==> config.mk <==
export PLATFORM = sky130hd
export DESIGN_NAME = zcmp_unit
export DESIGN_NICKNAME = d
export VERILOG_FILES = /design/src/rtl/zc_pkg.sv /design/src/rtl/zc_lanes.sv /design/src/rtl/zc_mask.sv /design/src/rtl/zc_store_be.sv /design/src/rtl/zcmp_unit.sv
export SDC_FILE = /design/constraint.sdc
export NUM_CORES = 1
export LEC_CHECK = 0
export BUFFER_PORTS_ARGS = -buffer_cell sky130_fd_sc_hd__clkbuf_2
export CAP_MARGIN = 5
export CORE_UTILIZATION = 33
export CTS_CLUSTER_DIAMETER = 200
export DETAILED_ROUTE_END_ITERATION = 10
export PLACE_DENSITY_LB_ADDON = 0.15
export SLEW_MARGIN = 40
export SYNTH_ARGS = -nofsm -noshare
export SYNTH_HDL_FRONTEND = slang
export SYNTH_SLANG_ARGS = --single-unit
==> constraint.sdc <==
create_clock -name clk -period 2.82 [get_ports clk]
set_input_delay 0.564 -clock clk [delete_from_list [all_inputs] [get_ports clk]]
set_output_delay 0.564 -clock clk [all_outputs]
set_load 0.05 [all_outputs]
==> src/rtl/zc_pkg.sv <==
package zc_pkg;
    typedef enum logic [1:0] {
        ST_IDLE   = 2'd0,
        ST_DIRECT = 2'd1,
        ST_PIPED  = 2'd2
    } res_state_e;

    typedef enum logic [1:0] {
        PX_8    = 2'd0,
        PX_16   = 2'd1,
        PX_32   = 2'd2,
        PX_NONE = 2'd3
    } px_size_e;
endpackage

==> src/rtl/zc_lanes.sv <==
module zc_lanes #(
    parameter int WORD_W = 64,
    parameter int LANE_W = 16,
    localparam int LANES = WORD_W / LANE_W
) (
    input  logic [WORD_W-1:0] a_i,
    input  logic [WORD_W-1:0] b_i,
    output logic [WORD_W-1:0] min_o,
    output logic [LANES-1:0]  le_o
);
    for (genvar i = 0; i < LANES; i++) begin : g_lane
        logic [LANE_W-1:0] la;
        logic [LANE_W-1:0] lb;
        assign la = a_i[i*LANE_W +: LANE_W];
        assign lb = b_i[i*LANE_W +: LANE_W];
        assign le_o[i] = (lb <= la);
        assign min_o[i*LANE_W +: LANE_W] = (lb <= la) ? lb : la;
    end
endmodule

==> src/rtl/zc_mask.sv <==
module zc_mask #(
    parameter int MASK_W = 8,
    parameter int N16    = 4,
    parameter int N32    = 2
) (
    input  logic              clk,
    input  logic              rst_n,
    input  logic              upd_i,
    input  logic              wide_i,
    input  logic [N16-1:0]    le16_i,
    input  logic [N32-1:0]    le32_i,
    output logic [MASK_W-1:0] mask_o
);
    always_ff @(posedge clk or negedge rst_n) begin
        if (!rst_n) begin
            mask_o <= '0;
        end else if (upd_i) begin
            if (wide_i) begin
                mask_o <= {le32_i, mask_o[MASK_W-1:N32]};
            end else begin
                mask_o <= {le16_i, mask_o[MASK_W-1:N16]};
            end
        end
    end
endmodule

==> src/rtl/zc_store_be.sv <==
module zc_store_be
    import zc_pkg::*;
#(
    parameter int MASK_W = 8
) (
    input  logic [MASK_W-1:0] mask_i,
    input  logic              st_valid_i,
    input  logic [1:0]        psize_i,
    output logic [MASK_W-1:0] be_o
);
    px_size_e psz;
    assign psz = px_size_e'(psize_i);

    for (genvar k = 0; k < MASK_W; k++) begin : g_byte
        always_comb begin
            be_o[k] = 1'b0;
            if (st_valid_i) begin
                unique case (psz)
                    PX_8:    be_o[k] = mask_i[k];
                    PX_16:   be_o[k] = mask_i[k/2];
                    PX_32:   be_o[k] = mask_i[k/4];
                    PX_NONE: be_o[k] = 1'b0;
                    default: be_o[k] = 1'b0;
                endcase
            end
        end
    end
endmodule

==> src/rtl/zcmp_unit.sv <==
module zcmp_unit
    import zc_pkg::*;
#(
    parameter int WORD_W = 64
) (
    input  logic              clk,
    input  logic              rst_n,
    input  logic              op_valid,
    input  logic              op_wide,
    input  logic              op_piped,
    input  logic [WORD_W-1:0] src_a,
    input  logic [WORD_W-1:0] src_b,
    output logic              res_valid,
    output logic [WORD_W-1:0] res_data,
    output logic [WORD_W/8-1:0] mask_q,
    output logic              merge_clr,
    input  logic              st_valid,
    input  logic [1:0]        st_psize,
    output logic [WORD_W/8-1:0] st_be
);
    localparam int MASK_W = WORD_W / 8;
    localparam int N16    = WORD_W / 16;
    localparam int N32    = WORD_W / 32;

    logic [WORD_W-1:0] min16, min32, min_sel;
    logic [N16-1:0]    le16;
    logic [N32-1:0]    le32;
    logic [WORD_W-1:0] hold_q;
    res_state_e        state_q, state_d;

    zc_lanes #(.WORD_W(WORD_W), .LANE_W(16)) u_l16 (
        .a_i(src_a), .b_i(src_b), .min_o(min16), .le_o(le16)
    );
    zc_lanes #(.WORD_W(WORD_W), .LANE_W(32)) u_l32 (
        .a_i(src_a), .b_i(src_b), .min_o(min32), .le_o(le32)
    );
    assign min_sel = op_wide ? min32 : min16;

    zc_mask #(.MASK_W(MASK_W), .N16(N16), .N32(N32)) u_mask (
        .clk(clk), .rst_n(rst_n), .upd_i(op_valid), .wide_i(op_wide),
        .le16_i(le16), .le32_i(le32), .mask_o(mask_q)
    );

    zc_store_be #(.MASK_W(MASK_W)) u_be (
        .mask_i(mask_q), .st_valid_i(st_valid), .psize_i(st_psize), .be_o(st_be)
    );

    // Next-state selection for the result stage
    always_comb begin
        state_d = ST_IDLE;
        unique case ({op_valid, op_piped})
            2'b10:   state_d = ST_DIRECT;
            2'b11:   state_d = ST_PIPED;
            default: state_d = ST_IDLE;
        endcase
    end

    // State register
    always_ff @(posedge clk or negedge rst_n) begin
        if (!rst_n) state_q <= ST_IDLE;
        else        state_q <= state_d;
    end

    // Outputs decoded from the state
    always_comb begin
        res_valid = 1'b0;
        unique case (state_q)
            ST_IDLE:   res_valid = 1'b0;
            ST_DIRECT: res_valid = 1'b1;
            ST_PIPED:  res_valid = 1'b1;
            default:   res_valid = 1'b0;
        endcase
    end

    // Result datapath and one-deep holding stage
    always_ff @(posedge clk or negedge rst_n) begin
        if (!rst_n) begin
            res_data  <= '0;
            hold_q    <= '0;
            merge_clr <= 1'b0;
        end else begin
            merge_clr <= op_valid;
            if (op_valid) begin
                if (op_piped) begin
                    res_data <= hold_q;
                    hold_q   <= min_sel;
                end else begin
                    res_data <= min_sel;
                end
            end
        end
    end
endmodule

======== Word level (Yosys, flattened, before mapping) ========
Cells that the tools add are included.
Widths: inputs -> output; s select.
storage, ports and cells
  logic and storage cells ................. 50
  input port bits ......................... 136
  bits in registers ....................... 139
cells by class
  mux-type cells .......................... 27
  reductions and logical operators ........ 5
  order comparisons ....................... 6
  equal/unequal tests ..................... 7
operators by type and width
  cell                number
  $mux 64             2
  $le 16x16->1        4
  $le 32x32->1        2
  $mux 16             4
  $mux 32             2
  $pmux 1 s4          6
  $eq 2x2->1 const B  5
  $mux 1              9
  $mux 8              1
  $eq 2x1->1 const B  2
  $pmux 2 s2          1
  $reduce_or 2->1     2
  $pmux 1 s3          1
  $reduce_or 3->1     1
  $logic_not 2->1     1
  $pmux 1 s2          1
  $reduce_and 2->1    1

======== Depth between registers and ports, before layout ========
Gate-level depths: netlist of the first run.
  word-level depth ........................ 4
  depth in mapped cells ................... 12
  depth with buffers taken out ............ 10

======== Hierarchy ========
A second synthesis of the first run with hierarchy kept.
second synthesis, totals
  cells, all modules ...................... 1523
  area, all modules ....................... 13479.2 µm²
by module, submodules not included
  module            instances  area each (µm²)  seq. area each (µm²)  cells each
  zcmp_unit         1          6115.9           3278.1                573
  zc_lanes (u_l16)  1          4070.2           0.0                   592
  zc_lanes (u_l32)  1          2657.5           0.0                   296
  zc_mask           1          382.9            200.2                 35
  zc_store_be       1          252.7            0.0                   27

======== Worst setup path after synthesis of the first run ========
Ideal clock, no wire load.
  kind .................................... input-to-reg
  start ................................... input src_a[61]
  end ..................................... register res_data[55]
  stages .................................. 11
  data required time ...................... 2.688 ns
  data arrival time ....................... 2.823 ns
  path slack .............................. -0.135 ns
  buffers on the path ..................... 2
  path through ............................ inv_1 -> ha_1 -> and4_1 -> nand4_1 -> or4_4 -> o211a_4 -> a311oi_2 -> buf_6 -> buf_12 -> mux2i_1 -> o21ai_1
between the ends
  longest elaborated chain between the ends .. 4
  elaborated cells between the ends (all ways) .. 6
RTL lines
  what                                                 line             source
  start, declared                                      zcmp_unit.sv:11  input logic [WORD_W-1:0] src_a,
  $le 32x32->1 / $le 16x16->1 (equally long branches)  zc_lanes.sv:17   assign min_o[i*LANE_W +: LANE_W] = (lb <= la) ? lb : la;
  $mux 32 / $mux 16 (equally long branches)            zc_lanes.sv:17
  $mux 64 (*)                                          zcmp_unit.sv:37  assign min_sel = op_wide ? min32 : min16;
  $mux 64 (*)                                          zcmp_unit.sv:84  if (op_piped) begin
  end signal, assigned                                 zcmp_unit.sv:85  res_data <= hold_q;
  end signal, assigned                                 zcmp_unit.sv:88  res_data <= min_sel;
  end, declared                                        zcmp_unit.sv:14  output logic [WORD_W-1:0] res_data,
Every way passes the cells marked *; elsewhere a longest branch is shown, timed or not.
A chain may end at the register's enable or synchronous reset.

======== Final worst setup path of the first run ========
  start ................................... input src_a[58]
  end ..................................... register res_data[54]
Same word-level chain as after synthesis.

==> summary.txt, run 1 <==
Die
  – Initial core utilization: 0.3364
  – Die area: 25,420 µm²
  – Die width: 159.4 µm
  – Die Span Y: 159.4 µm
  – Core Region: 24,320 µm²
  – # rows: 57
  – Boundary pin count: 218

Synthesis
  – Sequential area share after synthesis: 0.4252
  – Netlist cell types: 43
  – Seq cells post-synth: 139
  – Ys Warns: 0
  – Count leader, synth: nand2_1
  – Avg Cell Area, Syn: 8.806 µm²
  – Async SR Flop Fraction: 1.000
  – Synth Flop Type: dfrtp_1
  – Yosys top cell area share: 0.4252
  – Syn nets: 1,135
  – Synth area leader: dfrtp_1
  – Post-synthesis cell count: 929
  – Synthesized cell area: 8180 µm²
  – Top post-synthesis cells by count: nand2_1, o21ai_0, dfrtp_1
  – Number of synthesized flops with an enable pin: 0
  – Top cells by area, synth: dfrtp_1, ha_1, o21ai_0

Clock tree
  – Clock latency on the worst-skew pair: 0.41 ns
  – TritonCTS Buffers: 17
  – CTS tree: built
  – Clk slew on worst S/H paths: 0.06 ns
  – # hold bufs at CTS: 0
  – H-tree levels: 4
  – Clock sink total: 139
  – Root Driver: clkbuf_16
  – Clk buf depth: 2

STA
  – Min Clock Period, post-route: 2.708 ns
  – Fmax achieved: 0.3692 GHz
  – Final slew viol count: 0
  – Post-route setup TNS: 0 ns
  – Period utilisation layout: 0.9604
  – # setup viols final: 0
  – Worst-margin pin slew: 0.5914 ns
  – Worst slew margin: 0.6057
  – Final hold vios: 0
  – Clk_skew: 0.009618 ns

Routing
  – Initial drt markers: 358
  – WL per Instance: 14.71 µm
  – Total wire length: 22,620 µm
  – Vias: 7,326
  – Vias/cell: 4.763
  – Drt drc: 0
  – Drt first pass iters: 4
  – Routed Antenna Nets: 0

Global routing
  – Pin count of the biggest net entering global routing: 101
  – Number of global-route vias before repair: 7,270
  – First-pass GRT wire length: 37,280 µm
  – Antenna violations before repair: 0
  – Total grt overflow: 0
  – Gr usage total: 0.1834

Final layout
  – Area grow syn2layout: 35.76%
  – Layout cells sized above 1: 0.3017
  – Finished Layout Cells: 1,538
  – Fillers: 2,422
  – Layout Nets: 1,407
  – Post-route design area: 11,110 µm²

Setup path
  – Reg2reg setup slack: 1.96 ns
  – Reg2reg end: u_mask.mask_o[5]$_DFFE_PN0P_
  – Worst r2r path cells: 4
  – Critical Path Fanout Max: 3
  – CP startpoint: src_a[58]
  – Critical path arrival: 3.00 ns
  – WS Path Type: in2reg
  – Required time of the critical path: 3.11 ns
  – Critical Path Start Type: input pin
  – Critical Path End: res_data[54]$_DFFE_PN0P_
  – Worst reg2reg startpoint: u_mask.mask_o[7]$_DFFE_PN0P_
  – Endpoint class of the critical path: register

Status
  – Outcome: complete, no violations

Place
  – IO Port Bufs: 217
  – DP Area: 10,240 µm²
  – Placer Congestion: 0.8076
  – DP HPWL: 16,640 µm
  – # placed instances: 1,501

Job
  – Max Cap Viol: 0

Worst hold path
  – HP Class: in2async

Pwr
  – P per Cell Area: 632.6 nW/µm²
  – Maximum VDD drop: 0.0003470 V
  – P_leak: 5.891 nW
-- layer usage --
| layer | share of wire | wire length [µm] | GRT usage | vias to the layer above |
|---|---|---|---|---|
| li1 | - | - | - | 3747 |
| met1 | 0.47 | 10640 | 0.2449 | 3404 |
| met2 | 0.48 | 10770 | 0.3062 | 157 |
| met3 | 0.041 | 938 | 0.03230 | 18 |
| met4 | 0.012 | 269 | 0.04720 | 0 |
| met5 | 0 | 0 | 0 | - |
-- sequential cells by signal, summed over array words and instances (netlist names) --
signal / count
state_q: 2
res_data: 64
merge_clr: 1
hold_q: 64
u_mask.mask_o: 8
-- worst min-delay path by stage --
stage,to,slack [ns],cells after the start,start
after detailed placement,hold_q[42]$_DFFE_PN0P_,0.47,2,hold_q[42]$_DFFE_PN0P_
after CTS,hold_q[45]$_DFFE_PN0P_,0.14,1,rst_n
after floorplan,hold_q[0]$_DFFE_PN0P_,0.27,0,rst_n
after global routing,res_data[45]$_DFFE_PN0P_,0.17,1,rst_n
after global placement,hold_q[32]$_DFFE_PN0P_,0.46,2,hold_q[32]$_DFFE_PN0P_
final,res_data[50]$_DFFE_PN0P_,0.13,1,rst_n
-- stage by stage --
step / setup WS [ns] / total power, W / hold slack [ns] / utilization
after floorplan: 0.0006755 / 0.003787 / 0.2684 / -
after global placement: -0.4288 / 0.004451 / 0.4614 / 0.4211
after detailed placement: -0.4271 / 0.004469 / 0.4702 / 0.4211
after CTS: 0.01268 / 0.007083 / 0.1449 / 0.4489
after global routing: -0.003505 / 0.007408 / 0.1685 / 0.4566
final: 0.1117 / 0.007026 / 0.1314 / 0.4567
-- cells by family (layout without fill, tap and decap cells) --
logic type,count (synthesis),after routing,synth area share
AOI/OAI and AO/OA,260,260,0.1846
and+or+nand+nor,243,243,0.1253
buffers and inverters,148,432,0.07357
DFF,139,139,0.4252
adders and majority gates,70,70,0.1071
muxes,68,68,0.08321
xor gates and xnor gates,1,1,0.001071
other,0,1,0
-- timing repair --
| item | 4_1_cts | 5_1_grt |
|---|---|---|
| setup endpoints to repair | 1 | 106 |
| buffers inserted | 0 | 6 |
| pin swaps | 0 | 12 |
| gates resized for setup | 1 | 22 |
-- cells in the final DEF (no fill, tap or decap), types with 2 or more instances in the layout --
master	netlist	routed
buf_4	0	76
a21o_1	12	12
nor3_1	2	2
ha_1	70	66
ha_4	0	4
buf_6	4	3
dfrtp_1	139	139
mux2i_2	0	8
o21ai_0	152	151
buf_12	1	10
bufinv_16	0	6
o21ai_1	21	22
a211oi_1	3	2
a311oi_4	1	2
o221ai_1	16	16
nor2_1	7	7
clkinv_4	0	3
mux2i_1	68	58
inv_1	97	96
o211ai_1	3	3
nor2b_1	3	3
clkbuf_2	0	215
clkbuf_16	0	17
clkinv_2	0	2
nand2_1	186	185
nand4_1	13	13
nand3_1	22	22
a221oi_1	4	2
a221o_1	2	2
and4_1	2	2
mux2i_4	0	2
a21oi_1	36	36
clkbuf_8	0	2
-- power breakdown --
| part | internal, W | switching (W) |
|---|---|---|
| logic | 0.000674 | 0.00133 |
| registers | 0.00229 | 0.000159 |
| clock network | 0.00170 | 0.000864 |
-- area by class of cell --
cell class,instances,area (µm²),share of cell area
Tap cell,324,405.4,0.03650
Clock buffer,20,456.7,0.04112
Sequential cell,139,3478,0.3132
Timing Repair Buffer,304,1881,0.1693
Multi-Input combinational cell,642,4302,0.3873
Clock inverter,11,216.5,0.01949
Antenna cell,1,2.502,0.0002253
Inverter,97,364.1,0.03278
-- worst max-delay path, stage by stage --
cell      delay [ns]
clkbuf_2        0.08
inv_1           0.04
ha_1            0.26
and2_4          0.16
a221o_1         0.33
a221oi_2        0.31
o21ai_1         0.13
o211a_4         0.17
a311oi_4        0.35
buf_4           0.21
mux2i_1         0.27
o21ai_0         0.11
Power figures use the tool's default switching activity.
==> inputs of run 2 (changes only) <==
--- a/config.mk
+++ b/config.mk
@@ -7,10 +7,11 @@
 export LEC_CHECK = 0
 export BUFFER_PORTS_ARGS = -buffer_cell sky130_fd_sc_hd__clkbuf_2
 export CAP_MARGIN = 5
-export CORE_UTILIZATION = 33
+export CORE_UTILIZATION = 55
 export CTS_CLUSTER_DIAMETER = 200
+export CTS_CLUSTER_SIZE = 24
 export DETAILED_ROUTE_END_ITERATION = 10
-export PLACE_DENSITY_LB_ADDON = 0.15
+export PLACE_DENSITY_LB_ADDON = 0.25
 export SLEW_MARGIN = 40
 export SYNTH_ARGS = -nofsm -noshare
 export SYNTH_HDL_FRONTEND = slang
==> summary.txt, run 2 (synthesis gave the netlist of run 1 again) <==
Routing
  – Drt drc: 0 (unchanged)
  – Drt first pass iters: 4 (unchanged)
  – Vias: 7,668 (was 7,326)
  – Vias/cell: 5.501 (was 4.763)
  – WL per Instance: 15.60 µm (was 14.71 µm)
  – Total wire length: 21,750 µm (was 22,620 µm)
  – Routed Antenna Nets: 0 (unchanged)
  – Initial drt markers: 382 (was 358)

Pwr
  – P per Cell Area: 628.5 nW/µm² (was 632.6 nW/µm²)
  – P_leak: 5.797 nW (was 5.891 nW)
  – Maximum VDD drop: 0.0004339 V (was 0.0003470 V)
  – Tot Pwr: 0.006799 W (was 0.007026 W)

Clock tree
  – H-tree levels: 4 (unchanged)
  – CTS tree: built (unchanged)
  – Clock latency on the worst-skew pair: 0.42 ns (was 0.41 ns)
  – Clk buf depth: 2 (unchanged)
  – Clk slew on worst S/H paths: 0.06 ns (about the same)
  – Root Driver: clkbuf_16 (unchanged)
  – TritonCTS Buffers: 17 (unchanged)
  – Clock sink total: 139 (unchanged)
  – # hold bufs at CTS: 0 (unchanged)

Global routing
  – First-pass GRT wire length: 33,720 µm (was 37,280 µm)
  – Gr usage total: 0.2844 (was 0.1834)
  – Number of global-route vias before repair: 7,090 (was 7,270)
  – Total grt overflow: 0 (unchanged)
  – Antenna violations before repair: 0 (unchanged)
  – Pin count of the biggest net entering global routing: 83 (was 101)

STA
  – Final hold slack: 0.09405 ns (was 0.1314 ns)
  – Final hold vios: 0 (unchanged)
  – Worst slew margin: 0.6313 (was 0.6057)
  – Final slew viol count: 0 (unchanged)
  – # setup viols final: 1 (was 0)
  – Worst-margin pin slew: 0.5530 ns (was 0.5914 ns)
  – Unrepaired setup endpoints after global routing: yes
  – Min Clock Period, post-route: 2.823 ns (was 2.708 ns)
  – Fmax achieved: 0.3543 GHz (was 0.3692 GHz)
  – Setup ws final: -0.002681 ns (was 0.1117 ns)
  – Period utilisation layout: 1.001 (was 0.9604)
  – Clk_skew: 0.005529 ns (was 0.009618 ns)

Setup path
  – Required time of the critical path: 3.11 ns (about the same)
  – Endpoint class of the critical path: register (unchanged)
  – Critical Path Start Type: input pin (unchanged)
  – Critical Path Fanout Max: 4 (was 3)
  – Worst r2r path cells: 4 (unchanged)
  – WS Path Type: in2reg (unchanged)
  – Critical path arrival: 3.12 ns (was 3.00 ns)

Job
  – Max Cap Viol: 0 (unchanged)

Final layout
  – Final core occ: 0.7443 (was 0.4567)
  – Area grow syn2layout: 32.24% (was 35.76%)
  – Finished Layout Cells: 1,394 (was 1,538)
  – Diodes inserted: 0 (was 1)
  – Most frequent cells in the layout: clkbuf_2, nand2_1, o21ai_0, dfrtp_1, inv_1 (unchanged)
  – Layout Nets: 1,403 (was 1,407)
  – Most common cell after layout, fill and taps aside: clkbuf_2 (unchanged)
  – Layout cells sized above 1: 0.2983 (was 0.3017)
  – Regs by FF count: hold_q x64, res_data x64, u_mask.mask_o x8 (unchanged)

Die
  – Die width: 124.0 µm (was 159.4 µm)
  – Initial core utilization: 0.5628 (was 0.3364)
  – Die area: 15,360 µm² (was 25,420 µm²)
  – Boundary pin count: 218 (unchanged)
  – Die Span Y: 124.0 µm (was 159.4 µm)
  – Core Region: 14,530 µm² (was 24,320 µm²)
  – # rows: 44 (was 57)

Worst hold path
  – HP Class: in2async (unchanged)

Place
  – IO Port Bufs: 217 (unchanged)
  – Placer Congestion: 0.8751 (was 0.8076)
  – DP HPWL: 15,010 µm (was 16,640 µm)
  – # placed instances: 1,357 (was 1,501)
  – Placement Setup Slack: -0.4076 ns (was -0.4271 ns)

Status
  – Failing checks: setup timing
  – Outcome: finished with violations (was complete, no violations)
## run 2: final timing paths
kind	from	to	slack [ns]
max in group asynchronous	rst_n	u_mask.mask_o[0]$_DFFE_PN0P_	1.94
max reg2reg	u_mask.mask_o[7]$_DFFE_PN0P_	u_mask.mask_o[5]$_DFFE_PN0P_	1.87
min in group clk	src_a[45]	hold_q[45]$_DFFE_PN0P_	0.46
min reg2reg	hold_q[31]$_DFFE_PN0P_	hold_q[31]$_DFFE_PN0P_	0.48
max	src_a[60]	hold_q[56]$_DFFE_PN0P_	-0.003
min	rst_n	res_data[10]$_DFFE_PN0P_	0.09
## run 2: what timing repair did
item,in CTS,in global routing
setup endpoints to repair,0,69
resized for setup,0,34
hold endpoints to repair,0,0
setup buffers,0,5
## run 2: critical path: stages
cell and delay [ns]:
clkbuf_2 0.12, inv_1 0.05, ha_1 0.28, and4_1 0.21, nand4_1 0.13, or4_4 0.45
o211a_4 0.24, buf_4 0.14, a311oi_4 0.25, buf_6 0.16, buf_6 0.14, mux2i_2 0.27
o21ai_1 0.10
## run 2: power breakdown
part | internal (W) | switching (W) | leakage (nW) | total (W)
Sequential | 0.00229 | 0.000173 | 1.68 | 0.00247
Clock | 0.00146 | 0.000845 | 0.292 | 0.00230
Combinational | 0.000685 | 0.00134 | 3.83 | 0.00203
Total | 0.00444 | 0.00236 | 5.80 | 0.00680
## run 2: area by class of cell
type,count,area (µm²)
fill,1076,3716
inverter,97,364.1
multi-input combinational,642,4314
clock inverter,10,140.1
tap,184,230.2
timing repair buffer,300,1817
sequential,139,3478
clock buffer,22,474.2
## run 2: through the flow
step | instance area [µm²] | TNS [ns]
4_1_cts | 10600 | 0
3_3_place_gp | 9985 | -28.55
5_1_grt | 10820 | -0.5265
2_1_floorplan | 8228 | 0
6_report | 10820 | -0.002681
3_5_place_dp | 9985 | -33.75
## run 2: routing by layer
layer / wire, µm / vias to the layer above / track usage
met1: 9616 / 3623 / 0.3791
met3: 1215 / 30 / 0.05449
met4: 351 / 0 / 0.08482
met2: 10570 / 275 / 0.4705
met5: 0 / - / 0
li1: - / 3740 / -
